## config.mk

```make
export PLATFORM = sky130hd
export DESIGN_NAME = msg_handshake_ctrl
export DESIGN_NICKNAME = d
export VERILOG_FILES = /design/src/rtl/msgh_pkg.sv /design/src/rtl/msgh_addr_dec.sv /design/src/rtl/msgh_arb.sv /design/src/rtl/msgh_status.sv /design/src/rtl/msgh_msgregs.sv /design/src/rtl/msg_handshake_ctrl.sv
export SDC_FILE = /design/constraint.sdc
export NUM_CORES = 1
export LEC_CHECK = 0
export BUFFER_PORTS_ARGS = -buffer_cell sky130_fd_sc_hd__buf_2
export CORE_UTILIZATION = 49
export CTS_CLUSTER_DIAMETER = 100
export DETAILED_ROUTE_END_ITERATION = 7
export HOLD_SLACK_MARGIN = 0.1
export PLACE_DENSITY = 0.82
export SLEW_MARGIN = 20
export SYNTH_ARGS = -nofsm -noshare
export SYNTH_HDL_FRONTEND = slang
export SYNTH_HIERARCHICAL = 1
export SYNTH_SLANG_ARGS = --single-unit
```

## constraint.sdc

```tcl
create_clock -name clk -period 2.25 [get_ports clk]
set_clock_uncertainty 0.1 [all_clocks]
set_input_delay 0.225 -clock clk [delete_from_list [all_inputs] [get_ports clk]]
set_output_delay 0.225 -clock clk [all_outputs]
set_load 0.01 [all_outputs]
```

## src/rtl/msgh_pkg.sv

```systemverilog
package msgh_pkg;

  // Register select, shared by the bus decoder and the local port.
  // The bus decoder maps window offset bits [2:1] onto these values.
  typedef enum logic [1:0] {
    SEL_PROTO = 2'd0,
    SEL_RESP  = 2'd1,
    SEL_MHI   = 2'd2,
    SEL_MLO   = 2'd3
  } reg_sel_e;

  // Flag positions inside the response word
  localparam int LOCK_BIT = 15;
  localparam int ABMH_BIT = 14;
  localparam int RRDY_BIT = 10;
  localparam int WRDY_BIT = 9;

  // Unused response bits read as one
  localparam logic [15:0] RESP_FILL =
    ~((16'd1 << LOCK_BIT) | (16'd1 << ABMH_BIT) |
      (16'd1 << RRDY_BIT) | (16'd1 << WRDY_BIT));

  // Identity word: bus-master servant/commander, no signal register,
  // no fast handshake
  localparam logic [15:0] PROTO_WORD = 16'h8FF0;

  typedef struct packed {
    logic lock;
    logic abmh;
    logic rrdy;
    logic wrdy;
  } flags_t;

endpackage

```

## src/rtl/msgh_addr_dec.sv

```systemverilog
module msgh_addr_dec
  import msgh_pkg::*;
#(
  parameter int ADDR_W    = 16,
  parameter int ULA_W     = 3,
  parameter int BASE_ADDR = 'hFE00,
  parameter int STRIDE    = 'h40
) (
  input  logic [ADDR_W-1:0] addr,
  input  logic [ULA_W-1:0]  ula,
  output logic              hit,
  output reg_sel_e          sel
);
  localparam int WIN_BITS = $clog2(STRIDE);
  localparam logic [ADDR_W-1:0] WIN_MASK = ADDR_W'(STRIDE - 1);

  logic [ADDR_W-1:0] win_base;
  logic [WIN_BITS-1:0] offs;
  logic in_window;
  logic slot_ok;

  always_comb begin
    win_base  = ADDR_W'(BASE_ADDR) + (ADDR_W'(STRIDE) * ADDR_W'(ula));
    in_window = ((addr & ~WIN_MASK) == (win_base & ~WIN_MASK));
    offs      = addr[WIN_BITS-1:0];
    // Registers sit at offsets 08h, 0Ah, 0Ch, 0Eh of the window
    slot_ok   = (offs[WIN_BITS-1:4] == '0) && offs[3] && !offs[0];
    hit       = in_window && slot_ok;
    sel       = reg_sel_e'(offs[2:1]);
  end

endmodule

```

## src/rtl/msgh_arb.sv

```systemverilog
module msgh_arb
  import msgh_pkg::*;
(
  input  logic     bus_act,
  input  reg_sel_e bus_sel,
  input  logic     loc_valid,
  input  reg_sel_e loc_sel,
  output logic     loc_ready,
  output logic     loc_act
);
  // The bus wins a same-register conflict; the local side waits a cycle.
  logic clash;

  always_comb begin
    clash     = bus_act && loc_valid && (bus_sel == loc_sel);
    loc_ready = !clash;
    loc_act   = loc_valid && !clash;
  end

endmodule

```

## src/rtl/msgh_status.sv

```systemverilog
module msgh_status
  import msgh_pkg::*;
(
  input  logic   clk,
  input  logic   rst_n,
  input  logic   ev_resp_bus_rd,
  input  logic   ev_hi_acc,
  input  logic   ev_lo_wr,
  input  logic   ev_lo_rd,
  input  logic   arm,
  input  logic   post_valid,
  input  logic   irq_ack,
  output flags_t flags,
  output logic   irq_msg
);
  flags_t flags_d;
  logic   irq_d;

  // Clears driven by register accesses take priority over local sets.
  always_comb begin
    flags_d = flags;
    if (arm) begin
      flags_d.lock = 1'b1;
      flags_d.abmh = 1'b1;
      flags_d.wrdy = 1'b1;
    end
    if (post_valid)     flags_d.rrdy = 1'b1;
    if (ev_resp_bus_rd) flags_d.lock = 1'b0;
    if (ev_hi_acc)      flags_d.abmh = 1'b0;
    if (ev_lo_wr)       flags_d.wrdy = 1'b0;
    if (ev_lo_rd)       flags_d.rrdy = 1'b0;

    irq_d = irq_msg;
    if (irq_ack)  irq_d = 1'b0;
    if (ev_lo_wr) irq_d = 1'b1;
  end

  always_ff @(posedge clk or negedge rst_n) begin
    if (!rst_n) begin
      flags   <= '0;
      irq_msg <= 1'b0;
    end else begin
      flags   <= flags_d;
      irq_msg <= irq_d;
    end
  end

  assert_lock_clear_R2: assert property (@(posedge clk) disable iff (!rst_n)
    ev_resp_bus_rd |=> !flags.lock);

  assert_wrdy_irq_R3: assert property (@(posedge clk) disable iff (!rst_n)
    ev_lo_wr |=> (!flags.wrdy && irq_msg));

  assert_irq_hold_R3: assert property (@(posedge clk) disable iff (!rst_n)
    (irq_msg && !irq_ack) |=> irq_msg);

  assert_rrdy_clear_R4: assert property (@(posedge clk) disable iff (!rst_n)
    ev_lo_rd |=> !flags.rrdy);

  assert_abmh_clear_R5: assert property (@(posedge clk) disable iff (!rst_n)
    ev_hi_acc |=> !flags.abmh);

  assert_arm_set_R6: assert property (@(posedge clk) disable iff (!rst_n)
    (arm && !ev_resp_bus_rd) |=> flags.lock);

endmodule

```

## src/rtl/msgh_msgregs.sv

```systemverilog
module msgh_msgregs
  import msgh_pkg::*;
#(
  parameter int DATA_W = 16
) (
  input  logic              clk,
  input  logic              rst_n,
  input  logic              bus_we,
  input  reg_sel_e          bus_sel,
  input  logic [DATA_W-1:0] bus_wdata,
  input  logic              loc_we,
  input  reg_sel_e          loc_sel,
  input  logic [DATA_W-1:0] loc_wdata,
  input  logic              post_valid,
  input  logic [DATA_W-1:0] post_hi,
  input  logic [DATA_W-1:0] post_lo,
  output logic [DATA_W-1:0] msg_hi,
  output logic [DATA_W-1:0] msg_lo
);
  localparam int NWORDS = 2;

  logic [DATA_W-1:0] word_q    [NWORDS];
  logic [DATA_W-1:0] post_word [NWORDS];

  assign post_word[0] = post_hi;
  assign post_word[1] = post_lo;

  for (genvar w = 0; w < NWORDS; w++) begin : g_word
    localparam reg_sel_e MY_SEL = (w == 0) ? SEL_MHI : SEL_MLO;
    logic bus_hit_w;
    logic loc_hit_w;

    assign bus_hit_w = bus_we && (bus_sel == MY_SEL);
    assign loc_hit_w = loc_we && (loc_sel == MY_SEL);

    // Priority: bus write, then local write, then posted data
    always_ff @(posedge clk or negedge rst_n) begin
      if (!rst_n)          word_q[w] <= '0;
      else if (bus_hit_w)  word_q[w] <= bus_wdata;
      else if (loc_hit_w)  word_q[w] <= loc_wdata;
      else if (post_valid) word_q[w] <= post_word[w];
    end

    assert_post_load_R7: assert property (@(posedge clk) disable iff (!rst_n)
      (post_valid && !bus_hit_w && !loc_hit_w) |=> (word_q[w] == $past(post_word[w])));
  end

  assign msg_hi = word_q[0];
  assign msg_lo = word_q[1];

endmodule

```

## src/rtl/msg_handshake_ctrl.sv

```systemverilog
module msg_handshake_ctrl
  import msgh_pkg::*;
#(
  parameter int ADDR_W    = 16,
  parameter int DATA_W    = 16,
  parameter int ULA_W     = 3,
  parameter int BASE_ADDR = 'hFE00,
  parameter int STRIDE    = 'h40
) (
  input  logic              clk,
  input  logic              rst_n,
  input  logic [ULA_W-1:0]  ula,
  input  logic              bus_valid,
  input  logic              bus_write,
  input  logic [ADDR_W-1:0] bus_addr,
  input  logic [DATA_W-1:0] bus_wdata,
  output logic              bus_hit,
  output logic [DATA_W-1:0] bus_rdata,
  input  logic              loc_valid,
  output logic              loc_ready,
  input  logic              loc_write,
  input  logic [1:0]        loc_sel,
  input  logic [DATA_W-1:0] loc_wdata,
  output logic [DATA_W-1:0] loc_rdata,
  input  logic              arm,
  input  logic              post_valid,
  input  logic [DATA_W-1:0] post_hi,
  input  logic [DATA_W-1:0] post_lo,
  input  logic              irq_ack,
  output logic              irq_msg
);
  reg_sel_e bus_sel;
  reg_sel_e lsel;
  logic     bus_act;
  logic     loc_act;
  flags_t   flags;
  logic [DATA_W-1:0] msg_hi;
  logic [DATA_W-1:0] msg_lo;
  logic [DATA_W-1:0] resp_word;

  logic bus_rd, bus_wr, loc_rd, loc_wr;
  logic ev_resp_bus_rd, ev_hi_acc, ev_lo_wr, ev_lo_rd;

  assign lsel = reg_sel_e'(loc_sel);

  msgh_addr_dec #(
    .ADDR_W(ADDR_W), .ULA_W(ULA_W), .BASE_ADDR(BASE_ADDR), .STRIDE(STRIDE)
  ) u_dec (
    .addr (bus_addr),
    .ula  (ula),
    .hit  (bus_hit),
    .sel  (bus_sel)
  );

  assign bus_act = bus_valid && bus_hit;

  msgh_arb u_arb (
    .bus_act   (bus_act),
    .bus_sel   (bus_sel),
    .loc_valid (loc_valid),
    .loc_sel   (lsel),
    .loc_ready (loc_ready),
    .loc_act   (loc_act)
  );

  always_comb begin
    bus_rd = bus_act && !bus_write;
    bus_wr = bus_act && bus_write;
    loc_rd = loc_act && !loc_write;
    loc_wr = loc_act && loc_write;

    ev_resp_bus_rd = bus_rd && (bus_sel == SEL_RESP);
    ev_hi_acc      = (bus_act && (bus_sel == SEL_MHI)) ||
                     (loc_act && (lsel == SEL_MHI));
    ev_lo_wr       = (bus_wr && (bus_sel == SEL_MLO)) ||
                     (loc_wr && (lsel == SEL_MLO));
    ev_lo_rd       = (bus_rd && (bus_sel == SEL_MLO)) ||
                     (loc_rd && (lsel == SEL_MLO));
  end

  msgh_status u_status (
    .clk            (clk),
    .rst_n          (rst_n),
    .ev_resp_bus_rd (ev_resp_bus_rd),
    .ev_hi_acc      (ev_hi_acc),
    .ev_lo_wr       (ev_lo_wr),
    .ev_lo_rd       (ev_lo_rd),
    .arm            (arm),
    .post_valid     (post_valid),
    .irq_ack        (irq_ack),
    .flags          (flags),
    .irq_msg        (irq_msg)
  );

  msgh_msgregs #(.DATA_W(DATA_W)) u_msg (
    .clk        (clk),
    .rst_n      (rst_n),
    .bus_we     (bus_wr),
    .bus_sel    (bus_sel),
    .bus_wdata  (bus_wdata),
    .loc_we     (loc_wr),
    .loc_sel    (lsel),
    .loc_wdata  (loc_wdata),
    .post_valid (post_valid),
    .post_hi    (post_hi),
    .post_lo    (post_lo),
    .msg_hi     (msg_hi),
    .msg_lo     (msg_lo)
  );

  always_comb begin
    resp_word           = DATA_W'(RESP_FILL);
    resp_word[LOCK_BIT] = flags.lock;
    resp_word[ABMH_BIT] = flags.abmh;
    resp_word[RRDY_BIT] = flags.rrdy;
    resp_word[WRDY_BIT] = flags.wrdy;
  end

  function automatic logic [DATA_W-1:0] pick(input reg_sel_e s,
                                             input logic [DATA_W-1:0] rw,
                                             input logic [DATA_W-1:0] hi,
                                             input logic [DATA_W-1:0] lo);
    case (s)
      SEL_PROTO: pick = DATA_W'(PROTO_WORD);
      SEL_RESP:  pick = rw;
      SEL_MHI:   pick = hi;
      default:   pick = lo;
    endcase
  endfunction

  // Read data shows the value before this cycle's side effects land.
  assign bus_rdata = bus_rd ? pick(bus_sel, resp_word, msg_hi, msg_lo) : '0;
  assign loc_rdata = loc_rd ? pick(lsel, resp_word, msg_hi, msg_lo) : '0;

  assert_stall_bus_R9: assert property (@(posedge clk) disable iff (!rst_n)
    (loc_valid && !loc_ready) |-> bus_act);

  assert_nohit_quiet_R1: assert property (@(posedge clk) disable iff (!rst_n)
    !bus_hit |-> (bus_rdata == '0));

endmodule

```

* Word level (Yosys, flattened, before mapping) *
Cells that the tools add are included.

operators by class
  add/sub/neg operators = 1
  reduce and logical (&&, ||, !) cells = 37
  multiplexer cells = 19
  equality and inequality tests = 8

operators by type and width
  kind                      count
  $mux W16                  8
  $pmux W16 S3              2
  $logic_and A1 B1 Y1       20
  $add A10 B10 Y11 const A  1
  $eq A10 B10 Y1            1
  $reduce_bool A2 Y1        5
  $eq A2 B2 Y1 const B      4
  $mux W1                   8
  $logic_not A2 Y1          3
  $reduce_bool A3 Y1        2
  $eq A2 B1 Y1 const B      2
  $logic_not A1 Y1          4
  $logic_or A1 B1 Y1        3
  $eq A2 B2 Y1              1
  $mux W2                   1

word-level totals
  bits in registers = 37
  bits of input ports = 94
  word-level logic and storage cells = 72
  output and inout bits = 35

* Longest topological paths before layout *
Gate-level depths: netlist of the first run.

  word-level depth = 13
  mapped depth = 12
  depth with buffers taken out = 10

* Cells and area by module *
The synthesis of the first run kept the hierarchy.

modules (own cells, without submodules)
  module              instances  seq. area each (µm²)  area each (µm²)  cells an instance
  msgh_msgregs        1          800.8                 1980.6           193
  msg_handshake_ctrl  1          0.0                   716.9            115
  msgh_status         1          125.1                 166.4            15
  msgh_addr_dec       1          0.0                   83.8             10
  msgh_arb            1          0.0                   33.8             5

* Worst setup path before layout of the first run *
No wires, ideal clock.

  path type = input-to-reg
  start point = in ula[0]
  end point = reg u_msg.word_q, in the netlist u_msg/msg_lo[2]
  required time = 2023 ps
  setup slack = -29 ps
  stages = 11
  buffers on the path = 1
  data arrival time = 2052 ps
  path through = xnor2_1 nand4b_1 nor4_2 and2_2 a31oi_1 nand2_1 inv_1 clkbuf_1 and4_1 a311oi_1 o2bb2ai_1

between the ends
  cells in the longest elaborated chain, start to end = 12
  elaborated cells on any way between the ends = 15

ends and longest elaborated chain
  item                                line                      RTL
  from (decl)                         msg_handshake_ctrl.sv:12  input logic [ULA_W-1:0] ula,
  $add A10 B10 Y11 *                  msgh_addr_dec.sv:23       win_base = ADDR_W'(BASE_ADDR) + (ADDR_W'(STRIDE) * ADDR_W'(ula));
  $eq A10 B10 Y1 *                    msgh_addr_dec.sv:24       in_window = ((addr & ~WIN_MASK) == (win_base & ~WIN_MASK));
  $logic_and A1 B1 Y1 *               msgh_addr_dec.sv:28       hit = in_window && slot_ok;
  named net bus_hit                   msg_handshake_ctrl.sv:17  output logic bus_hit,
  $logic_and A1 B1 Y1 *               msg_handshake_ctrl.sv:55  assign bus_act = bus_valid && bus_hit;
  named net bus_act                   msg_handshake_ctrl.sv:34  logic bus_act;
  $logic_and A1 B1 Y1 * (2 in a row)  msgh_arb.sv:15            clash = bus_act && loc_valid && (bus_sel == loc_sel);
  $logic_not A1 Y1 *                  msgh_arb.sv:17            loc_act = loc_valid && !clash;
  $logic_and A1 B1 Y1 *               msgh_arb.sv:17
  named net loc_act                   msg_handshake_ctrl.sv:35  logic loc_act;
  $logic_and A1 B1 Y1 *               msg_handshake_ctrl.sv:70  loc_wr = loc_act && loc_write;
  named net loc_wr                    msg_handshake_ctrl.sv:41  logic bus_rd, bus_wr, loc_rd, loc_wr;
  $logic_and A1 B1 Y1 *               msgh_msgregs.sv:34        assign loc_hit_w = loc_we && (loc_sel == MY_SEL);
  $mux W16                            msgh_msgregs.sv:40        else if (loc_hit_w) word_q[w] <= loc_wdata;
  $mux W16                            msgh_msgregs.sv:39        else if (bus_hit_w) word_q[w] <= bus_wdata;
  to (signal, indexed assignment)     msgh_msgregs.sv:39
  to (signal, indexed assignment)     msgh_msgregs.sv:40
  to (signal, indexed assignment)     msgh_msgregs.sv:41        else if (post_valid) word_q[w] <= post_word[w];
  to (decl)                           msgh_msgregs.sv:22        logic [DATA_W-1:0] word_q [NWORDS];

The timed path passes the listed nets; every way through them passes the cells marked *.
A chain may end at the register's enable or synchronous reset.

* Worst setup path in the final report of the first run *
  start point = in bus_addr[4]
  end point = reg u_msg.word_q, in the netlist u_msg/msg_lo[15]

between the ends
  cells in the longest elaborated chain, start to end = 13
  elaborated cells on any way between the ends = 16

ends and longest elaborated chain
  item                                line                      RTL
  from (decl)                         msg_handshake_ctrl.sv:15  input logic [ADDR_W-1:0] bus_addr,
  $logic_not A2 Y1 *                  msgh_addr_dec.sv:27       slot_ok = (offs[WIN_BITS-1:4] == '0) && offs[3] && !offs[0];
  $logic_and A1 B1 Y1 * (2 in a row)  msgh_addr_dec.sv:27
  $logic_and A1 B1 Y1 *               msgh_addr_dec.sv:28
  $logic_and A1 B1 Y1 *               msg_handshake_ctrl.sv:55
  named net bus_act                   msg_handshake_ctrl.sv:34
  $logic_and A1 B1 Y1 * (2 in a row)  msgh_arb.sv:15
  $logic_not A1 Y1 *                  msgh_arb.sv:17
  $logic_and A1 B1 Y1 *               msgh_arb.sv:17
  named net loc_act                   msg_handshake_ctrl.sv:35
  $logic_and A1 B1 Y1 *               msg_handshake_ctrl.sv:70
  named net loc_wr                    msg_handshake_ctrl.sv:41
  $logic_and A1 B1 Y1 *               msgh_msgregs.sv:34
  $mux W16                            msgh_msgregs.sv:40
  $mux W16                            msgh_msgregs.sv:39

Marks and branches as above.

==> impl_metrics.ini, run 1 <==
[run_status]
status = complete, no violations

[synth]
post_synthesis_instance_total = 338
synth.net_count = 432
top_ff_cell_synth = dfrtp_1
synth_cell_types = 37
post_synth.cell_area_avg_um2 = 8.82
synth_seq_cells = 37
synth.yosys.warnings = 6
syn_area_mm2 = 0.00298
asyncSetResetFlopFracSynth_pct = 100
synth_enable_flop_cells = 0
part_of_the_yosys_area_used_for_sequential_elements_pct = 31.1

[grt]
globalRouteOverflowTotal = 0
grt_first_pass_wirelength_mm = 15.2
grt_max_degree = 55
antenna_found_initial = 0
grt_util_all_layers_pct = 30.9
grt_pass1_vias = 3029

[layout]
commonest_cells_after_routing_fill_and_taps_aside = 128 x buf_2, 47 x nor2_1, 37 x dfrtp_1
design_area_mm2 = 0.00402
layout.cells.most_common = buf_2
final_util_pct = 68.3
insertedDiodeCount = 0
layout_cells_sized_above_1_pct = 39.7
syn_to_final_growth_pct = 34.7
nNetsFinal = 564

[critical_path]
timing.critical_path.from_type = primary input
cp-end-kind = flip-flop
critical_path.max_fanout = 32
timing.setup.critical_path_class = primary input to flip-flop
cp.arrival_ps = 2260
timing.reg2reg.setup_slack_ps = 1430
worstRegToRegCells = 1
worstReg2RegEnd = u_msg/msg_lo[9]
worstReg2RegStart = u_msg/msg_lo[9]
setup.worst_path.start = bus_addr[4]
required_ps = 2330

[worst_hold_path]
hold_path_depth = 3
hold_path.startpoint = bus_wdata[5]
min_to = u_msg/msg_hi[5]
min_path_type = primary input to flip-flop

[clocking]
cts_made_buffers = 5
clock_sink_count = 37
cts-root-buf = clkbuf_8
h_tree_depth_reported_by_cts = 2
clock_tree_from_tritoncts = built
cts_buffer_depth = 2
reg_clk_slew_reported_paths_ps = 80
clk-insertion-delay-late_ps = 290

[placed_design]
hpwlAfterDp_mm = 7.27
gp_congestion = 0.909
numPortBuffers = 128
placed_cell_area_mm2 = 0.00377

[floorplanning]
placeableCoreArea_mm2 = 0.00589
boundaryPins = 129
die_x_um = 80.0
rows = 28
start_util_pct = 50.7
dieArea_mm2 = 0.00640
die_height_um = 80.0

[pwr]
vdd_ir_drop_max_mv = 0.235
leakagePower_nw = 1.94
power_density_mw_per_mm2 = 431
p_total_w = 0.00173

[sta]
max_slew_margin_pct = 42.9
timing_hold_violations_final = 0
period_needed_ps = 2190
worstMarginPinSlew_ps = 857
timing.final.setup_violations = 0
timing.final.crit_share_pct = 97.1
timing.final.max_slew_violations = 0
fmaxAchievable_mhz = 458
tns_ps = 0

[job]
cap_violations = 0

[detailed_routing]
first_iter_violations = 367
total_drc_errors_in_the_routed_layout = 0
antenna_violating_nets_post_route = 0
vias = 3344
wire_per_inst_um = 18.3
via_per_inst = 6.12
drtPass1Iterations = 5
routed_wirelength_mm = 9.98
[how the worst max path moves through the flow]
stage	to	slack (ps)	cells past startpoint
after floorplan	u_msg/msg_lo[2]	10	11
after detailed placement	u_msg/msg_lo[15]	-430	13
after global placement	u_msg/msg_lo[15]	-330	13
final	u_msg/msg_lo[15]	60	12
after CTS	u_msg/msg_lo[15]	10	12
after global routing	bus_rdata[15]	-4	10
[cells in the mapped netlist, types with 2 or more instances]
cell,number,area (um^2)
xnor2_1,5,43.8
inv_1,5,18.8
buf_2,9,45.0
and4_1,16,140
a311oi_1,32,280
and3_1,2,12.5
a21oi_1,26,130
buf_4,2,15.0
and4b_1,16,160
mux2i_1,19,190
nand4b_1,3,26.3
clkbuf_1,16,60.1
o2bb2ai_1,32,280
o21ai_0,13,65.1
a211oi_1,7,52.6
nand3_1,3,15.0
buf_6,10,113
and3b_1,3,26.3
dfrtp_1,37,926
nand2_1,17,63.8
nor2_1,47,176
nand2b_1,3,18.8
[cells by family after synthesis]
family / share of synthesized area, %
multiplexers: 6.76
AND/OR/NAND/NOR: 24.0
buffers and inverters: 8.60
XOR/XNOR: 1.47
flip-flops: 31.1
AO/OA/AOI/OAI: 28.1
[sequential cells by signal, summed over array words and instances (netlist names)]
register	count
u_msg/msg_hi	16
u_status/flags	4
u_msg/msg_lo	16
u_status/irq_msg	1
[where the power goes]
part / switching [W] / internal [W] / total, W
clock: 0.000258 / 0.000214 / 0.000472
combinational: 0.000239 / 0.000225 / 0.000464
sequential: 0.0000640 / 0.000731 / 0.000795
total: 0.000561 / 0.00117 / 0.00173
[cell type report]
class	instances	area, um^2
fill	490	1870
tap	75	93.8
clock inverter	3	17.5
inverter	5	18.8
timing repair buffer	163	993
clock buffer	5	68.8
sequential	37	926
multi-input combinational	258	1900
[worst max-delay path, cell delays in order]
cell,delay (ps)
buf_2,100
nand4b_1,220
nor4_4,350
and2_4,200
a31oi_2,110
nand2_2,130
inv_2,70
buf_12,160
and4_1,200
a311oi_2,260
buf_4,170
o2bb2ai_1,60
[metal layers]
layer / vias to the layer above / wire length [um] / global-route usage (%)
met3: 10 / 719 / 4.80
met2: 165 / 4650 / 47.4
met5: - / 0 / 0
met1: 1591 / 4520 / 45.6
li1: 1578 / - / -
met4: 0 / 96 / 6.43
[timing repair]
| action | 4_1_cts | 5_1_grt |
|---|---|---|
| hold buffers | 5 | 1 |
| setup buffers | 1 | 0 |
| pin swaps | 3 | 3 |
| gates resized for setup | 1 | 16 |
| endpoints found under the setup margin | 3 | 28 |
| endpoints found under the hold margin | 41 | 1 |
[metrics by stage]
stage | cells | setup WS (ps) | hold slack (ps)
2_1_floorplan | 338 | 10.0 | -171
3_3_place_gp | 531 | -334 | 262
3_5_place_dp | 531 | -425 | 275
4_1_cts | 545 | 11.7 | 102
5_1_grt | 546 | -4.21 | 109
6_report | 546 | 64.4 | 106
Power figures use the tool's default switching activity.
==> run 2: changes to the inputs <==
clock period = 2.2 ns   (was 2.25 ns; I/O delays follow)
==> impl_metrics.ini, run 2 (synthesis results as in run 1) <==
[run_status]
status = finished with violations
violations = negative setup slack

[sta]
hold_slack_ps = 105
timing.final.crit_share_pct = 102
timing_hold_violations_final = 0
fmaxAchievable_mhz = 446
worstMarginPinSlew_ps = 854
timing.final.setup_violations = 4
max_slew_margin_pct = 43.1
grt_setup_unrepaired = yes
period_needed_ps = 2240
timing.final.max_slew_violations = 0
fin_ws_ps = -42.0

[grt]
antenna_found_initial = 0
grt_first_pass_wirelength_mm = 15.6
globalRouteOverflowTotal = 0
grt_max_degree = 55
grt_util_all_layers_pct = 31.8
grt_pass1_vias = 3116

[critical_path]
timing.critical_path.from_type = primary input
required_ps = 2290
cp-end-kind = flip-flop
cp.arrival_ps = 2330
timing.setup.critical_path_class = primary input to flip-flop
critical_path.max_fanout = 7

[clocking]
h_tree_depth_reported_by_cts = 2
cts_buffer_depth = 2
cts-root-buf = clkbuf_8
clock_sink_count = 37
cts_made_buffers = 5
clock_tree_from_tritoncts = built
clk-insertion-delay-late_ps = 290
reg_clk_slew_reported_paths_ps = 80

[detailed_routing]
wire_per_inst_um = 20.5
antenna_violating_nets_post_route = 0
via_per_inst = 6.48
routed_wirelength_mm = 11.6
drtPass1Iterations = 7
total_drc_errors_in_the_routed_layout = 0
vias = 3654
first_iter_violations = 429

[floorplanning]
rows = 28
dieArea_mm2 = 0.00640
start_util_pct = 50.7
die_x_um = 80.0
boundaryPins = 129
placeableCoreArea_mm2 = 0.00589
die_height_um = 80.0

[job]
cap_violations = 0

[pwr]
clock_network_fraction_of_total_power_pct = 29.0
sequential_fraction_of_design_power_pct = 42.4
power_density_mw_per_mm2 = 440
power.switching_w = 0.000618
power_report.internal_total_w = 0.00131
power.combinational.fraction_pct = 28.6
leakagePower_nw = 2.10
switching_share_of_total_power_pct = 32.1
vdd_ir_drop_max_mv = 0.287

[placed_design]
hpwlAfterDp_mm = 7.25
gp_congestion = 0.940
placedCellCount = 534
numPortBuffers = 128

[worst_hold_path]
min_path_type = primary input to flip-flop

[layout]
layout_cells_sized_above_1_pct = 43.4
layout.cells.most_common = buf_2
final-instance-count-excl-fill = 564
insertedDiodeCount = 0
nNetsFinal = 582
syn_to_final_growth_pct = 46.7
multiInputGateArea_mm2 = 0.00200
commonest_cells_after_routing_fill_and_taps_aside = 126 x buf_2, 47 x nor2_1, 37 x dfrtp_1
regArea_um2 = 926
final.fill_count = 410
run 2: changes by cell type in the layout (fill, tap and decap cells not counted), sizes merged:
cell	previous run	this run
buf	157	165
clkinv	2	1
dlygate4sd3	6	13
clkbuf	5	10
clkinvlp	1	0
run 2: worst max-delay path: stages:
cell and delay [ps]:
buf_6 100, xnor2_2 130, nand4b_1 160, nor4_4 310, and2_4 200, a31oi_4 80, nand2_2 130, clkinv_4 100
clkbuf_16 170, and4b_1 200, a311oi_2 270, buf_4 190, o2bb2ai_2 60
run 2: per-stage QoR:
step | setup WS (ps) | power, W | TNS, ps | utilization (%) | area (um^2)
6_report | -42.0 | 0.00192 | -98.1 | 74.3 | 4380
5_1_grt | -127 | 0.00200 | -781 | 74.3 | 4380
4_1_cts | 14.2 | 0.00183 | 0 | 68.5 | 4030
3_5_place_dp | -352 | 0.00126 | -6240 | 64.1 | 3770
3_3_place_gp | -214 | 0.00125 | -3370 | 64.1 | 3770
2_1_floorplan | 38.2 | 0.00105 | 0 | - | 2990
run 2: path summary, 6_finish.rpt:
path | startpoint | end | slack [ps] | depth (start not counted)
min | bus_wdata[10] | u_msg/msg_lo[10] | 100 | 3
min reg2reg | u_status/irq_msg | u_status/irq_msg | 390 | 1
max reg2reg | u_msg/msg_hi[0] | u_msg/msg_hi[0] | 1380 | 1
min in group asynchronous | rst_n | u_msg/msg_hi[7] | 470 | 2
max in group asynchronous | rst_n | u_msg/msg_hi[1] | 1000 | 2
max | bus_addr[6] | u_msg/msg_hi[9] | -40 | 13
run 2: metal layers:
metal	GRT usage (%)	vias up	share of wire (%)	wire length [um]
met5	0	-	0	0
met4	10.2	0	2.4	281
met3	7.54	40	9.4	1080
met2	50.3	245	48	5600
met1	42.7	1751	40	4590
li1	-	1618	-	-
run 2: repair_timing:
item,4_1_cts,5_1_grt
buffers inserted,0,5
endpoints found under the setup margin,4,52
cloned,0,4
pin swaps,0,10
hold endpoints to repair,51,0
gates resized for setup,4,43
hold buffers,13,0
run 2: power groups by stage:
stage                     Clock (W)  Combinational, W  Sequential, W
after CTS                  0.000552          0.000469       0.000809
after floorplan                   0          0.000255       0.000799
final                      0.000557          0.000551       0.000815
after detailed placement          0          0.000443       0.000820
after global placement            0          0.000429       0.000816
after global routing       0.000590          0.000586       0.000821
run 2: final cells by class:
type	instances	area share, %
timing repair buffer	181	28.0
clock buffer	7	2.20
clock inverter	1	0.200
sequential	37	21.2
tap	75	2.14
inverter	5	0.543
multi-input combinational	258	45.8
==> run 3: changes to the inputs <==
CORE_UTILIZATION = 50   (was 49)
CTS_BUF_LIST = sky130_fd_sc_hd__clkbuf_8   (was not set)
PLACE_DENSITY = 0.84   (was 0.82)
==> impl_metrics.ini, run 3 (synthesis results as in run 1) <==
[run_status]
status = finished with violations
violations = negative setup slack

[sta]
period_needed_ps = 2220
timing.final.crit_share_pct = 101
worstMarginPinSlew_ps = 880
timing.final.setup_violations = 4
grt_setup_unrepaired = yes
hold_slack_ps = 98.5
timing_hold_violations_final = 0
max_slew_margin_pct = 41.3
fmaxAchievable_mhz = 451
fin_ws_ps = -15.9
timing.final.max_slew_violations = 0

[grt]
grt_max_degree = 55
globalRouteOverflowTotal = 0
grt_first_pass_wirelength_mm = 15.8
antenna_found_initial = 0
grt_util_all_layers_pct = 32.7
grt_pass1_vias = 3158

[worst_hold_path]
hold_path.startpoint = bus_wdata[5]
hold_path_depth = 3
min_path_type = primary input to flip-flop
min_to = u_msg/msg_hi[5]

[critical_path]
cp-end-kind = output port
worstRegToRegCells = 1
path_common_cell = buf_6
timing.reg2reg.setup_slack_ps = 1400
worstReg2RegEnd = u_msg/msg_lo[14]
timing.setup.critical_path_class = primary input to output port
top_delay_family_on_crit_path = simple AND/OR/NAND/NOR gates
cp.arrival_ps = 1900
worstReg2RegStart = u_msg/msg_lo[14]
critPathSlowestCell = nor4_4
timing.critical_path.from_type = primary input
critical_path.max_fanout = 8
crit_path_cell_trace = buf_6, xnor2_2, nand4b_1, nor4_4, and2_4, a31oi_4, buf_6, nand2b_4, clkbuf_16, a21oi_1, buf_2
required_ps = 1880
max_stage_delay_ps = 330
cp_num_buf_inv = 4

[layout]
layout_cells_sized_above_1_pct = 41.5
insertedDiodeCount = 0
nNetsFinal = 560
syn_to_final_growth_pct = 41.1
commonest_cells_after_routing_fill_and_taps_aside = 125 x buf_2, 47 x nor2_1, 37 x dfrtp_1
final-instance-count-excl-fill = 539
design_area_mm2 = 0.00421
final_util_pct = 74.6
layout.cells.most_common = buf_2

[pwr]
leakagePower_nw = 2.00
vdd_ir_drop_max_mv = 0.304
power_density_mw_per_mm2 = 451

[floorplanning]
start_util_pct = 52.8
dieArea_mm2 = 0.00628
die_height_um = 79.2
boundaryPins = 129
die_x_um = 79.2
placeableCoreArea_mm2 = 0.00564
rows = 27

[placed_design]
hpwlAfterDp_mm = 7.44
placed_cell_area_mm2 = 0.00373
placedCellCount = 519
numPortBuffers = 128
gp_congestion = 0.918
dp_slack_ps = -324

[detailed_routing]
total_drc_errors_in_the_routed_layout = 0
via_per_inst = 6.71
routed_wirelength_mm = 11.2
antenna_violating_nets_post_route = 0
vias = 3615
first_iter_violations = 473
drtPass1Iterations = 8
wire_per_inst_um = 20.9

[clocking]
cts-root-buf = clkbuf_8
cts_made_buffers = 5
reg_clk_slew_reported_paths_ps = 80
cts_buffer_depth = 2
clk-insertion-delay-late_ps = 300
h_tree_depth_reported_by_cts = 2
clock_tree_from_tritoncts = built
clock_sink_count = 37

[job]
cap_violations = 0
[run 3: cell types whose count changed in the layout (fill, tap and decap cells not counted), sizes merged]
cell | before | now
buf | 165 | 149
clkbuf | 10 | 12
clkinv | 1 | 0
dlygate4sd3 | 13 | 5
inv | 5 | 6
[run 3: repair_timing]
| item | CTS | global route |
|---|---|---|
| hold buffers | 5 | 0 |
| hold endpoints to repair | 43 | 0 |
| cloned | 0 | 5 |
| endpoints found under the setup margin | 1 | 39 |
| pin swaps | 0 | 8 |
| gates resized for setup | 1 | 37 |
| setup buffers | 0 | 2 |
[run 3: area by class of cell]
class | count | area [um^2]
clock inverter | 1 | 8.76
timing repair buffer | 159 | 1100
inverter | 5 | 21.3
multi-input combinational | 258 | 1960
fill | 409 | 1440
sequential | 37 | 926
clock buffer | 7 | 96.3
tap | 72 | 90.1
[run 3: worst max-delay path by stage]
| stage | startpoint | endpoint | depth (start not counted) |
|---|---|---|---|
| 6_report | bus_addr[6] | loc_rdata[12] | 11 |
| 3_5_place_dp | ula[2] | u_msg/msg_lo[8] | 12 |
| 3_3_place_gp | ula[2] | u_msg/msg_hi[8] | 12 |
| 5_1_grt | bus_addr[6] | loc_rdata[3] | 11 |
| 4_1_cts | ula[2] | u_msg/msg_hi[8] | 12 |
| 2_1_floorplan | bus_addr[4] | u_msg/msg_lo[2] | 10 |
[run 3: worst min-delay path, cell delays in order]
cell	delay, ps
buf_2	90
nor2_1	40
o2bb2ai_1	110
[run 3: metrics by stage]
| step | power (W) | setup TNS (ps) |
|---|---|---|
| floorplan | 0.00105 | 0 |
| global placement | 0.00125 | -2550 |
| detailed placement | 0.00126 | -5170 |
| CTS | 0.00181 | 0 |
| global route | 0.00196 | -2220 |
| finish | 0.00190 | -31.4 |
[run 3: power by group]
group / internal [W] / switching (W)
Clock: 0.000290 / 0.000267
Sequential: 0.000747 / 0.0000689
Combinational: 0.000251 / 0.000273
Total: 0.00129 / 0.000610
[run 3: metal layers]
metal	track usage (%)	routed length [um]	vias to the layer above
met3	4.83	1230	43
li1	-	-	1564
met1	46.4	4450	1726
met4	10.0	361	0
met5	0	0	-
met2	51.3	5210	282
